===== config.mk =====
export PLATFORM = sky130hd
export DESIGN_NAME = spi_regbridge
export DESIGN_NICKNAME = d
export VERILOG_FILES = /design/src/rtl/spi_regbridge_pkg.sv /design/src/rtl/spi_pin_sync.sv /design/src/rtl/spi_edge_detect.sv /design/src/rtl/spi_frame_ctrl.sv /design/src/rtl/spi_tx_path.sv /design/src/rtl/spi_regbridge.sv
export SDC_FILE = /design/constraint.sdc
export NUM_CORES = 1
export LEC_CHECK = 0
export ABC_AREA = 1
export CAP_MARGIN = 20
export CORE_UTILIZATION = 45
export DETAILED_ROUTE_END_ITERATION = 10
export PLACE_DENSITY = 0.69
export SLEW_MARGIN = 25
export SYNTH_ARGS = -nofsm -noshare
export SYNTH_HDL_FRONTEND = slang
export SYNTH_HIERARCHICAL = 1
export SYNTH_SLANG_ARGS = --single-unit

===== constraint.sdc =====
create_clock -name clk -period 4.1 [get_ports clk]
set_input_delay 0.41 -clock clk [delete_from_list [all_inputs] [get_ports clk]]
set_output_delay 0.41 -clock clk [all_outputs]
set_load 0.03 [all_outputs]

===== src/rtl/spi_regbridge_pkg.sv =====
package spi_regbridge_pkg;

  localparam int BYTE_W = 8;
  localparam int DEV_W  = BYTE_W - 1;
  localparam int CNT_W  = $clog2(BYTE_W);

  typedef enum logic [2:0] {
    PH_DEV    = 3'd0,
    PH_SUB    = 3'd1,
    PH_DUMMY  = 3'd2,
    PH_DATA   = 3'd3,
    PH_IGNORE = 3'd4
  } phase_e;

  // sampling edge is the rising one whenever polarity and phase agree
  function automatic logic samples_on_rise(input logic cpol, input logic cpha);
    return cpol == cpha;
  endfunction

  function automatic logic dev_match(input logic [DEV_W-1:0] got,
                                     input logic [DEV_W-1:0] want);
    return got == want;
  endfunction

  function automatic logic [BYTE_W-1:0] next_ptr(input logic [BYTE_W-1:0] p);
    return p + 1'b1;
  endfunction

endpackage


===== src/rtl/spi_pin_sync.sv =====
module spi_pin_sync #(
  parameter int              WIDTH   = 3,
  parameter int              STAGES  = 2,
  parameter logic [WIDTH-1:0] RST_VAL = '0
) (
  input  logic             clk,
  input  logic             rst_n,
  input  logic [WIDTH-1:0] din,
  output logic [WIDTH-1:0] dout
);

  logic [STAGES-1:0][WIDTH-1:0] stage_q;

  always_ff @(posedge clk or negedge rst_n) begin
    if (!rst_n) begin
      for (int s = 0; s < STAGES; s++) stage_q[s] <= RST_VAL;
    end else begin
      stage_q[0] <= din;
      for (int s = 1; s < STAGES; s++) stage_q[s] <= stage_q[s-1];
    end
  end

  assign dout = stage_q[STAGES-1];

endmodule


===== src/rtl/spi_edge_detect.sv =====
module spi_edge_detect
  import spi_regbridge_pkg::*;
(
  input  logic clk,
  input  logic rst_n,
  input  logic sck_s,
  input  logic cs_s,
  input  logic cpol,
  input  logic cpha,
  output logic sample_evt,
  output logic shift_evt
);

  logic sck_d;
  logic rise, fall, on_rise;

  always_ff @(posedge clk or negedge rst_n) begin
    if (!rst_n) sck_d <= 1'b0;
    else        sck_d <= sck_s;
  end

  assign rise    = sck_s & ~sck_d;
  assign fall    = ~sck_s & sck_d;
  assign on_rise = samples_on_rise(cpol, cpha);

  assign sample_evt = ~cs_s & (on_rise ? rise : fall);
  assign shift_evt  = ~cs_s & (on_rise ? fall : rise);

endmodule


===== src/rtl/spi_frame_ctrl.sv =====
module spi_frame_ctrl
  import spi_regbridge_pkg::*;
(
  input  logic              clk,
  input  logic              rst_n,
  input  logic              cs_s,
  input  logic              mosi_s,
  input  logic              sample_evt,
  input  logic              shift_evt,
  input  logic              rd_delay,
  input  logic [DEV_W-1:0]  dev_addr,
  output logic [BYTE_W-1:0] reg_addr,
  output logic [BYTE_W-1:0] reg_wdata,
  output logic              reg_we,
  output logic              load_evt,
  output logic              dummy_evt,
  output logic              read_phase,
  output logic              rw_read,
  output logic              ignored
);

  localparam logic [CNT_W-1:0] LAST_BIT = CNT_W'(BYTE_W - 1);

  phase_e            phase_q;
  logic [CNT_W-1:0]  bit_cnt_q;
  logic [BYTE_W-1:0] rx_q;
  logic [BYTE_W-1:0] byte_in;
  logic [BYTE_W-1:0] ptr_q;
  logic              rw_q;
  logic              we_q;
  logic [BYTE_W-1:0] wdata_q;
  logic              byte_done;

  assign byte_in   = {rx_q[BYTE_W-2:0], mosi_s};
  assign byte_done = sample_evt && (bit_cnt_q == LAST_BIT);

  always_ff @(posedge clk or negedge rst_n) begin
    if (!rst_n) begin
      phase_q   <= PH_DEV;
      bit_cnt_q <= '0;
      rx_q      <= '0;
      ptr_q     <= '0;
      rw_q      <= 1'b0;
      we_q      <= 1'b0;
      wdata_q   <= '0;
    end else if (cs_s) begin
      phase_q   <= PH_DEV;
      bit_cnt_q <= '0;
      rx_q      <= '0;
      rw_q      <= 1'b0;
      we_q      <= 1'b0;
    end else begin
      we_q <= 1'b0;
      if (we_q || load_evt) ptr_q <= next_ptr(ptr_q);
      if (sample_evt) begin
        rx_q      <= byte_in;
        bit_cnt_q <= bit_cnt_q + 1'b1;
      end
      if (byte_done) begin
        unique case (phase_q)
          PH_DEV: begin
            if (dev_match(byte_in[BYTE_W-1:1], dev_addr)) begin
              phase_q <= PH_SUB;
              rw_q    <= byte_in[0];
            end else begin
              phase_q <= PH_IGNORE;
            end
          end
          PH_SUB: begin
            ptr_q   <= byte_in;
            phase_q <= (rw_q && rd_delay) ? PH_DUMMY : PH_DATA;
          end
          PH_DUMMY: phase_q <= PH_DATA;
          PH_DATA: begin
            if (!rw_q) begin
              we_q    <= 1'b1;
              wdata_q <= byte_in;
            end
          end
          default: phase_q <= PH_IGNORE;
        endcase
      end
    end
  end

  assign load_evt   = shift_evt && (phase_q == PH_DATA) && rw_q && (bit_cnt_q == '0);
  assign dummy_evt  = shift_evt && (phase_q == PH_DUMMY) && (bit_cnt_q == '0);
  assign read_phase = rw_q && ((phase_q == PH_DUMMY) || (phase_q == PH_DATA));
  assign rw_read    = rw_q;
  assign ignored    = (phase_q == PH_IGNORE);

  assign reg_addr  = ptr_q;
  assign reg_wdata = wdata_q;
  assign reg_we    = we_q;

endmodule


===== src/rtl/spi_tx_path.sv =====
module spi_tx_path
  import spi_regbridge_pkg::*;
(
  input  logic              clk,
  input  logic              rst_n,
  input  logic              cs_s,
  input  logic              shift_evt,
  input  logic              load_evt,
  input  logic              dummy_evt,
  input  logic              read_phase,
  input  logic [BYTE_W-1:0] rdata,
  output logic              miso,
  output logic              miso_oe
);

  logic [BYTE_W-1:0] sr_q;
  logic              miso_q;
  logic              oe_q;

  always_ff @(posedge clk or negedge rst_n) begin
    if (!rst_n) begin
      sr_q   <= '0;
      miso_q <= 1'b0;
      oe_q   <= 1'b0;
    end else if (cs_s) begin
      sr_q   <= '0;
      miso_q <= 1'b0;
      oe_q   <= 1'b0;
    end else if (shift_evt && read_phase) begin
      oe_q <= 1'b1;
      if (load_evt) begin
        miso_q <= rdata[BYTE_W-1];
        sr_q   <= {rdata[BYTE_W-2:0], 1'b0};
      end else if (dummy_evt) begin
        miso_q <= 1'b0;
        sr_q   <= '0;
      end else begin
        miso_q <= sr_q[BYTE_W-1];
        sr_q   <= {sr_q[BYTE_W-2:0], 1'b0};
      end
    end
  end

  assign miso    = miso_q;
  assign miso_oe = oe_q;

endmodule


===== src/rtl/spi_regbridge.sv =====
module spi_regbridge
  import spi_regbridge_pkg::*;
#(
  parameter int SYNC_STAGES = 2
) (
  input  logic              clk,
  input  logic              rst_n,
  input  logic              cfg_cpol,
  input  logic              cfg_cpha,
  input  logic              cfg_rd_delay,
  input  logic [DEV_W-1:0]  cfg_dev_addr,
  input  logic              spi_sck,
  input  logic              spi_cs_n,
  input  logic              spi_mosi,
  output logic              spi_miso,
  output logic              spi_miso_oe,
  output logic [BYTE_W-1:0] reg_addr,
  output logic [BYTE_W-1:0] reg_wdata,
  output logic              reg_we,
  input  logic [BYTE_W-1:0] reg_rdata
);

  logic [2:0] pins_s;
  logic sck_s, cs_s, mosi_s;
  logic sample_evt, shift_evt;
  logic load_evt, dummy_evt, read_phase, rw_read, ignored;

  // bit 2: select (idles high), bit 1: clock, bit 0: data
  spi_pin_sync #(.WIDTH(3), .STAGES(SYNC_STAGES), .RST_VAL(3'b100)) u_sync (
    .clk  (clk),
    .rst_n(rst_n),
    .din  ({spi_cs_n, spi_sck, spi_mosi}),
    .dout (pins_s)
  );

  assign cs_s   = pins_s[2];
  assign sck_s  = pins_s[1];
  assign mosi_s = pins_s[0];

  spi_edge_detect u_edge (
    .clk       (clk),
    .rst_n     (rst_n),
    .sck_s     (sck_s),
    .cs_s      (cs_s),
    .cpol      (cfg_cpol),
    .cpha      (cfg_cpha),
    .sample_evt(sample_evt),
    .shift_evt (shift_evt)
  );

  spi_frame_ctrl u_frame (
    .clk       (clk),
    .rst_n     (rst_n),
    .cs_s      (cs_s),
    .mosi_s    (mosi_s),
    .sample_evt(sample_evt),
    .shift_evt (shift_evt),
    .rd_delay  (cfg_rd_delay),
    .dev_addr  (cfg_dev_addr),
    .reg_addr  (reg_addr),
    .reg_wdata (reg_wdata),
    .reg_we    (reg_we),
    .load_evt  (load_evt),
    .dummy_evt (dummy_evt),
    .read_phase(read_phase),
    .rw_read   (rw_read),
    .ignored   (ignored)
  );

  spi_tx_path u_tx (
    .clk       (clk),
    .rst_n     (rst_n),
    .cs_s      (cs_s),
    .shift_evt (shift_evt),
    .load_evt  (load_evt),
    .dummy_evt (dummy_evt),
    .read_phase(read_phase),
    .rdata     (reg_rdata),
    .miso      (spi_miso),
    .miso_oe   (spi_miso_oe)
  );

endmodule


Yosys cells after proc, flatten, opt, wreduce, memory -nomap -nowiden
Index checks and enable logic that the tools add are counted.
{"block": "totals", "out_inout_bits": 19, "elab_cells": 83, "in_bits": 23, "ff_bits": 48}
{"block": "classes", "n_mux": 32, "add_sub_neg": 2, "n_reduce_logical": 21, "bitwise": 8, "eq_ne": 7}
{"op": "two-way mux 8 bit", "count": 7}
{"op": "two-way mux 1 bit", "count": 17}
{"op": "two-way mux 3 bit", "count": 5}
{"op": "two-way mux 7 bit", "count": 2}
{"op": "one-hot mux 3 bit (4 select lines)", "count": 1}
{"op": "nonzero test 2 bit", "count": 5}
{"op": "logical AND 1 bit", "count": 9}
{"op": "adder 8 x 1 -> 8 bit, second input constant", "count": 1}
{"op": "equality test 7 bit", "count": 1}
{"op": "equality test 3 x 2 -> 1 bit, second input constant", "count": 2}
{"op": "logical NOT 3 bit", "count": 2}
{"op": "bitwise AND 1 bit", "count": 4}
{"op": "inverter 1 bit", "count": 4}
{"op": "AND reduction 4 bit", "count": 1}
{"op": "adder 3 x 1 -> 3 bit, second input constant", "count": 1}
{"op": "equality test 3 x 1 -> 1 bit, second input constant", "count": 1}
{"op": "equality test 3 bit, second input constant", "count": 1}
{"op": "AND reduction 3 bit", "count": 1}
{"op": "logical OR 1 bit", "count": 2}
{"op": "!= test 2 bit, second input constant", "count": 1}
{"op": "AND reduction 2 bit", "count": 1}
{"op": "equality test 1 bit", "count": 1}

Depth between registers and ports, before layout
{"block": "logic_depth", "depth_word": 11, "mapped_depth": 15, "mapped_depth_nobuf": 13}

Cells and area by module
Netlist, hierarchy kept.
{"module": "spi_frame_ctrl", "seq_area_each_um2": 775.7, "area_per_inst_um2": 1766.7, "instances": 1, "cells_per_inst": 232}
{"module": "spi_tx_path", "seq_area_each_um2": 225.2, "area_per_inst_um2": 455.4, "instances": 1, "cells_per_inst": 61}
{"module": "spi_pin_sync", "seq_area_each_um2": 152.6, "area_per_inst_um2": 175.2, "instances": 1, "cells_per_inst": 9}
{"module": "spi_edge_detect", "seq_area_each_um2": 25.0, "area_per_inst_um2": 110.1, "instances": 1, "cells_per_inst": 23}

Worst setup path after synthesis
OpenSTA, ideal clock, no wires.
{"block": "synth_timing", "kind": "register to register", "start": "register u_sync.stage_q (netlist bit u_sync/dout[1])", "end": "register u_tx.miso_q (netlist: u_tx/miso)", "stages_incl_launch_ff": 16, "setup_slack_ns": 2.219, "path_buffers": 2, "setup_time_ns": 0.117, "required_time_ns": 3.983, "synth_period_minus_slack_ns": 1.881, "t_arrival_ns": 1.765, "path_cell_list": "dfrtp_1 > buf_4 > inv_1 > nand2_1 > nand3_1 > nand2_1 > nor2_1 > nand3_1 > or2_2 > inv_1 > buf_4 > nor2_8 > nand2_1 > nand2_1 > nand2_1 > nand2_1"}
{"block": "synth_between", "elab_chain_cells": 10, "word_cells_on_any_way": 16, "classes_between": "mux (5); bitwise (4); reduce/logical (7)"}
{"element": "from (decl)", "line": "spi_pin_sync.sv:12", "rtl": "logic [STAGES-1:0][WIDTH-1:0] stage_q;"}
{"element": "inverter 1 bit", "line": "spi_edge_detect.sv:23", "rtl": "assign fall = ~sck_s & sck_d;"}
{"element": "bitwise AND 1 bit", "line": "spi_edge_detect.sv:23"}
{"element": "two-way mux 1 bit *", "line": "spi_edge_detect.sv:27", "rtl": "assign shift_evt = ~cs_s & (on_rise ? fall : rise);"}
{"element": "bitwise AND 1 bit *", "line": "spi_edge_detect.sv:27"}
{"element": "via shift_evt", "line": "spi_regbridge.sv:25", "rtl": "logic sample_evt, shift_evt;"}
{"element": "logical AND 1 bit * (3 in a row)", "line": "spi_frame_ctrl.sv:86", "rtl": "assign load_evt = shift_evt && (phase_q == PH_DATA) && rw_q && (bit_cnt_q == '0);"}
{"element": "via load_evt", "line": "spi_regbridge.sv:26", "rtl": "logic load_evt, dummy_evt, read_phase, rw_read, ignored;"}
{"element": "two-way mux 1 bit *", "line": "spi_tx_path.sv:31", "rtl": "if (load_evt) begin"}
{"element": "two-way mux 1 bit *", "line": "spi_tx_path.sv:29", "rtl": "end else if (shift_evt && read_phase) begin"}
{"element": "two-way mux 1 bit *", "line": "spi_tx_path.sv:25", "rtl": "end else if (cs_s) begin"}
{"element": "to (signal assigned)", "line": "spi_tx_path.sv:32", "rtl": "miso_q <= rdata[BYTE_W-1];"}
{"element": "to (signal assigned)", "line": "spi_tx_path.sv:38", "rtl": "miso_q <= sr_q[BYTE_W-1];"}
{"element": "to (decl)", "line": "spi_tx_path.sv:17", "rtl": "logic miso_q;"}
The timed path passes the listed nets; every way through them passes the cells marked *. The select of a mux whose other input is x is not followed.
A chain may end at the register's enable or synchronous reset.

Worst setup path in the final report
{"block": "layout_timing", "start": "input cfg_cpol", "end": "register u_tx.sr_q[6]"}
{"block": "layout_between", "elab_chain_cells": 9, "word_cells_on_any_way": 14, "classes_between": "eq/ne (1); mux (5); bitwise (1); reduce/logical (7)"}
{"element": "from (decl)", "line": "spi_regbridge.sv:8", "rtl": "input logic cfg_cpol,"}
{"element": "equality test 1 bit", "line": "spi_regbridge_pkg.sv:17", "rtl": "return cpol == cpha;"}
{"element": "two-way mux 1 bit", "line": "spi_edge_detect.sv:27"}
{"element": "bitwise AND 1 bit", "line": "spi_edge_detect.sv:27"}
{"element": "via shift_evt", "line": "spi_regbridge.sv:25"}
{"element": "logical AND 1 bit (3 in a row)", "line": "spi_frame_ctrl.sv:86"}
{"element": "via load_evt", "line": "spi_regbridge.sv:26"}
{"element": "two-way mux 8 bit", "line": "spi_tx_path.sv:31"}
{"element": "two-way mux 8 bit", "line": "spi_tx_path.sv:29"}
{"element": "two-way mux 8 bit", "line": "spi_tx_path.sv:25"}
{"element": "to (signal assigned)", "line": "spi_tx_path.sv:33", "rtl": "sr_q <= {rdata[BYTE_W-2:0], 1'b0};"}
{"element": "to (signal assigned)", "line": "spi_tx_path.sv:39", "rtl": "sr_q <= {sr_q[BYTE_W-2:0], 1'b0};"}
{"element": "to (decl)", "line": "spi_tx_path.sv:16", "rtl": "logic [BYTE_W-1:0] sr_q;"}
The timed path passes the listed nets, and every way through them passes these cells. The select of a mux whose other input is x is not followed.

==> impl_metrics.ini <==
[cts]
cts.reportedPaths.clkPinSlew_ns = 0.09
cts.sink_count = 47
clock_tree.root_cell = sky130_fd_sc_hd__clkbuf_8
clkLatencyLatePin_ns = 0.30
number_of_levels_in_the_clock_h_tree = 2
tritoncts = yes
cts_hold_buf = 0
cts_resized = 0
worst_case_clock_buffer_depth = 2
cts-buffers-inserted = 5
number_of_buffers_inserted_by_post_cts_setup_repair = 0

[drt]
route.detailed.vias_per_inst = 4.91
drt_wl_total_mm = 5.52
routed-via-count = 2139
drt_first_iter_violations = 122
drt-pass1-iter-count = 5
antenna_left = 0
drcViolationCount = 0
wire_per_inst_um = 12.7

[worst_setup_path]
crit_fanout = 9
cpLargestDelayFamily = simple AND/OR/NAND/NOR gates
critPathLaunchType = input pin
crit_type = input pin to flip-flop
critical_path.max_stage_delay_ns = 0.44
timing.critical_path.required_ns = 4.29
critical_path.n_buffers_inverters = 3
timing.reg2reg.setup_slack_ns = 1.98
crit_path_arrival_time_ns = 2.48
critPathCaptureType = flip-flop
critical-path-slowest-cell = sky130_fd_sc_hd__clkdlybuf4s50_1
critical-path-top-cell-by-count = sky130_fd_sc_hd__nand2_1
path_cells = clkdlybuf4s50_1, inv_1, nand2_1, nand3_1, nand2_1, nor2_1, nand3_1, or2_2, inv_1, nor2_8, nand2_1, nand2_1, nand2_1, nand2_1

[place]
buffer_ports.inserted = 41
inst_count_dp = 428
gp_routability_congestion = 0.842
place_hpwl_mm = 4.10
place_worst_setup_slack_ns = 1.49

[sta]
worst_pin_slew_ns = 0.579
rsz0062_at_grt = no
fin_setup_tns_ns = 0
max-slew-margin-rel_pct = 61.4
report.final.slew_viol_count = 0
final_min_period_over_clock_period_pct = 55.8
hold-worst-slack_ns = 0.0957
finalSetupViolCount = 0
finalWorstSetupSlack_ns = 1.81
finalHoldViolations = 0
timing.clock.skew_ns = 0.00677
fmax_mhz = 437
final_period_minus_worst_setup_slack_ns = 2.29

[synth]
syn_inst = 324
syn-mean-instance-area_um2 = 7.72
yosys_warnings = 6
synth.cell_area_um2 = 2500
post_syn_nets = 351

[cells_and_area]
ff_latch_area_um2 = 1180
antenna_cell_count = 0
number_of_fill_cells_in_the_layout = 488
final_net_count = 392
multi_input_comb_area_um2 = 1080
area_growth_pct = 22.6
drive_gt1_share_pct = 6.56
finalNonFillerCells = 436

[global_route]
grt.overflow.total = 0
first_global_vias = 2011
antenna_violations_before_repair = 0
global_route_wire_length_before_repair_mm = 9.49
global_route.usage.total_pct = 20.6
maximum_number_of_pins_on_one_net_before_global_route_repair = 26

[floorplanning]
chipHeight_um = 76.6
coreArea_um2 = 5240
area_of_the_die_um2 = 5860
initial_core_util_pct = 47.8
die_width_um = 76.6
boundaryPins = 42
placement_rows = 26

[power_and_ir_drop]
p_leak_uw = 0.00155
irDropWorstVdd_mv = 0.219
power_density_nw_per_um2 = 310

[flow_run]
cap_viol_max_count = 0

[outcome]
outcome = finished clean

[worst_hold_path]
holdCritPathClass = input pin to asynchronous set/reset pin
[worst reg2reg max path, cell delays in order (launching register included)]
cell	delay, ns
sky130_fd_sc_hd__dfstp_2	0.49
sky130_fd_sc_hd__inv_1	0.12
sky130_fd_sc_hd__nand2_1	0.05
sky130_fd_sc_hd__nor2_1	0.19
sky130_fd_sc_hd__nand3_1	0.18
sky130_fd_sc_hd__or2_2	0.37
sky130_fd_sc_hd__inv_1	0.31
sky130_fd_sc_hd__nor2_8	0.07
sky130_fd_sc_hd__nand2_1	0.07
sky130_fd_sc_hd__nand2_1	0.05
sky130_fd_sc_hd__nand2_1	0.05
sky130_fd_sc_hd__nand2_1	0.06
[layout make-up]
cell class,count,share of cell area (%)
Clock buffer,6,2.36
Inverter,46,5.87
Clock inverter,2,1.22
Tap cell,70,2.85
Timing Repair Buffer,42,14.1
Sequential cell,47,38.4
Multi-Input combinational cell,223,35.2
[per-layer routing]
layer,global-route usage [%],part of all wire [%]
met5,0,0
met4,5.96,1.4
met3,3.71,4.3
met1,27.4,46
met2,34.2,48
[metrics by stage]
step	total power (uW)	instance area, um^2	utilization, %
floorplan	563	2500	-
global placement	616	2930	56.0
detailed placement	622	2960	56.5
CTS	961	3070	58.6
global route	996	3070	58.6
finish	953	3070	58.6
[flip-flops by register name, summed over array words and instances (netlist names)]
name               cells
u_frame/reg_addr       8
u_frame/reg_wdata      8
u_frame/rx_q           7
u_tx/sr_q              7
u_frame/bit_cnt_q      3
u_frame/phase_q        3
u_sync/dout            3
u_sync/stage_q         3
u_edge/sck_d           1
u_frame/reg_we         1
u_frame/rw_read        1
u_tx/miso              1
u_tx/miso_oe           1
[power breakdown]
group,switching (uW),total (uW),internal (uW)
logic,67.6,121,52.9
clock network,158,340,182
registers,15.9,492,476
total,242,953,711
[placed cells by master, fill, tap and decap left out, drive strengths merged, types with 4 or more instances in the layout]
cell type      instances
nand4                  5
xnor2                  7
nand2                122
o22ai                  5
o21ai                 19
nand3                 29
inv                   46
clkdlybuf4s50         40
ha                     4
nor2                  20
clkbuf                 6
dfrtp                 45
a21oi                  4
[worst paths after layout]
kind / cells after the start / end / from
setup / recovery: 14 / u_tx/sr_q[6] / cfg_cpol
hold reg to reg: 0 / u_sync/dout[0] / u_sync/stage_q[0]
setup reg to reg: 11 / u_tx/sr_q[6] / u_sync/dout[2]
hold / removal: 1 / u_frame/bit_cnt_q[1] / rst_n
min in group clk: 0 / u_sync/dout[0] / u_sync/stage_q[0]
max in group asynchronous: 2 / u_sync/dout[2] / rst_n
(Power assumes the default switching activity.)
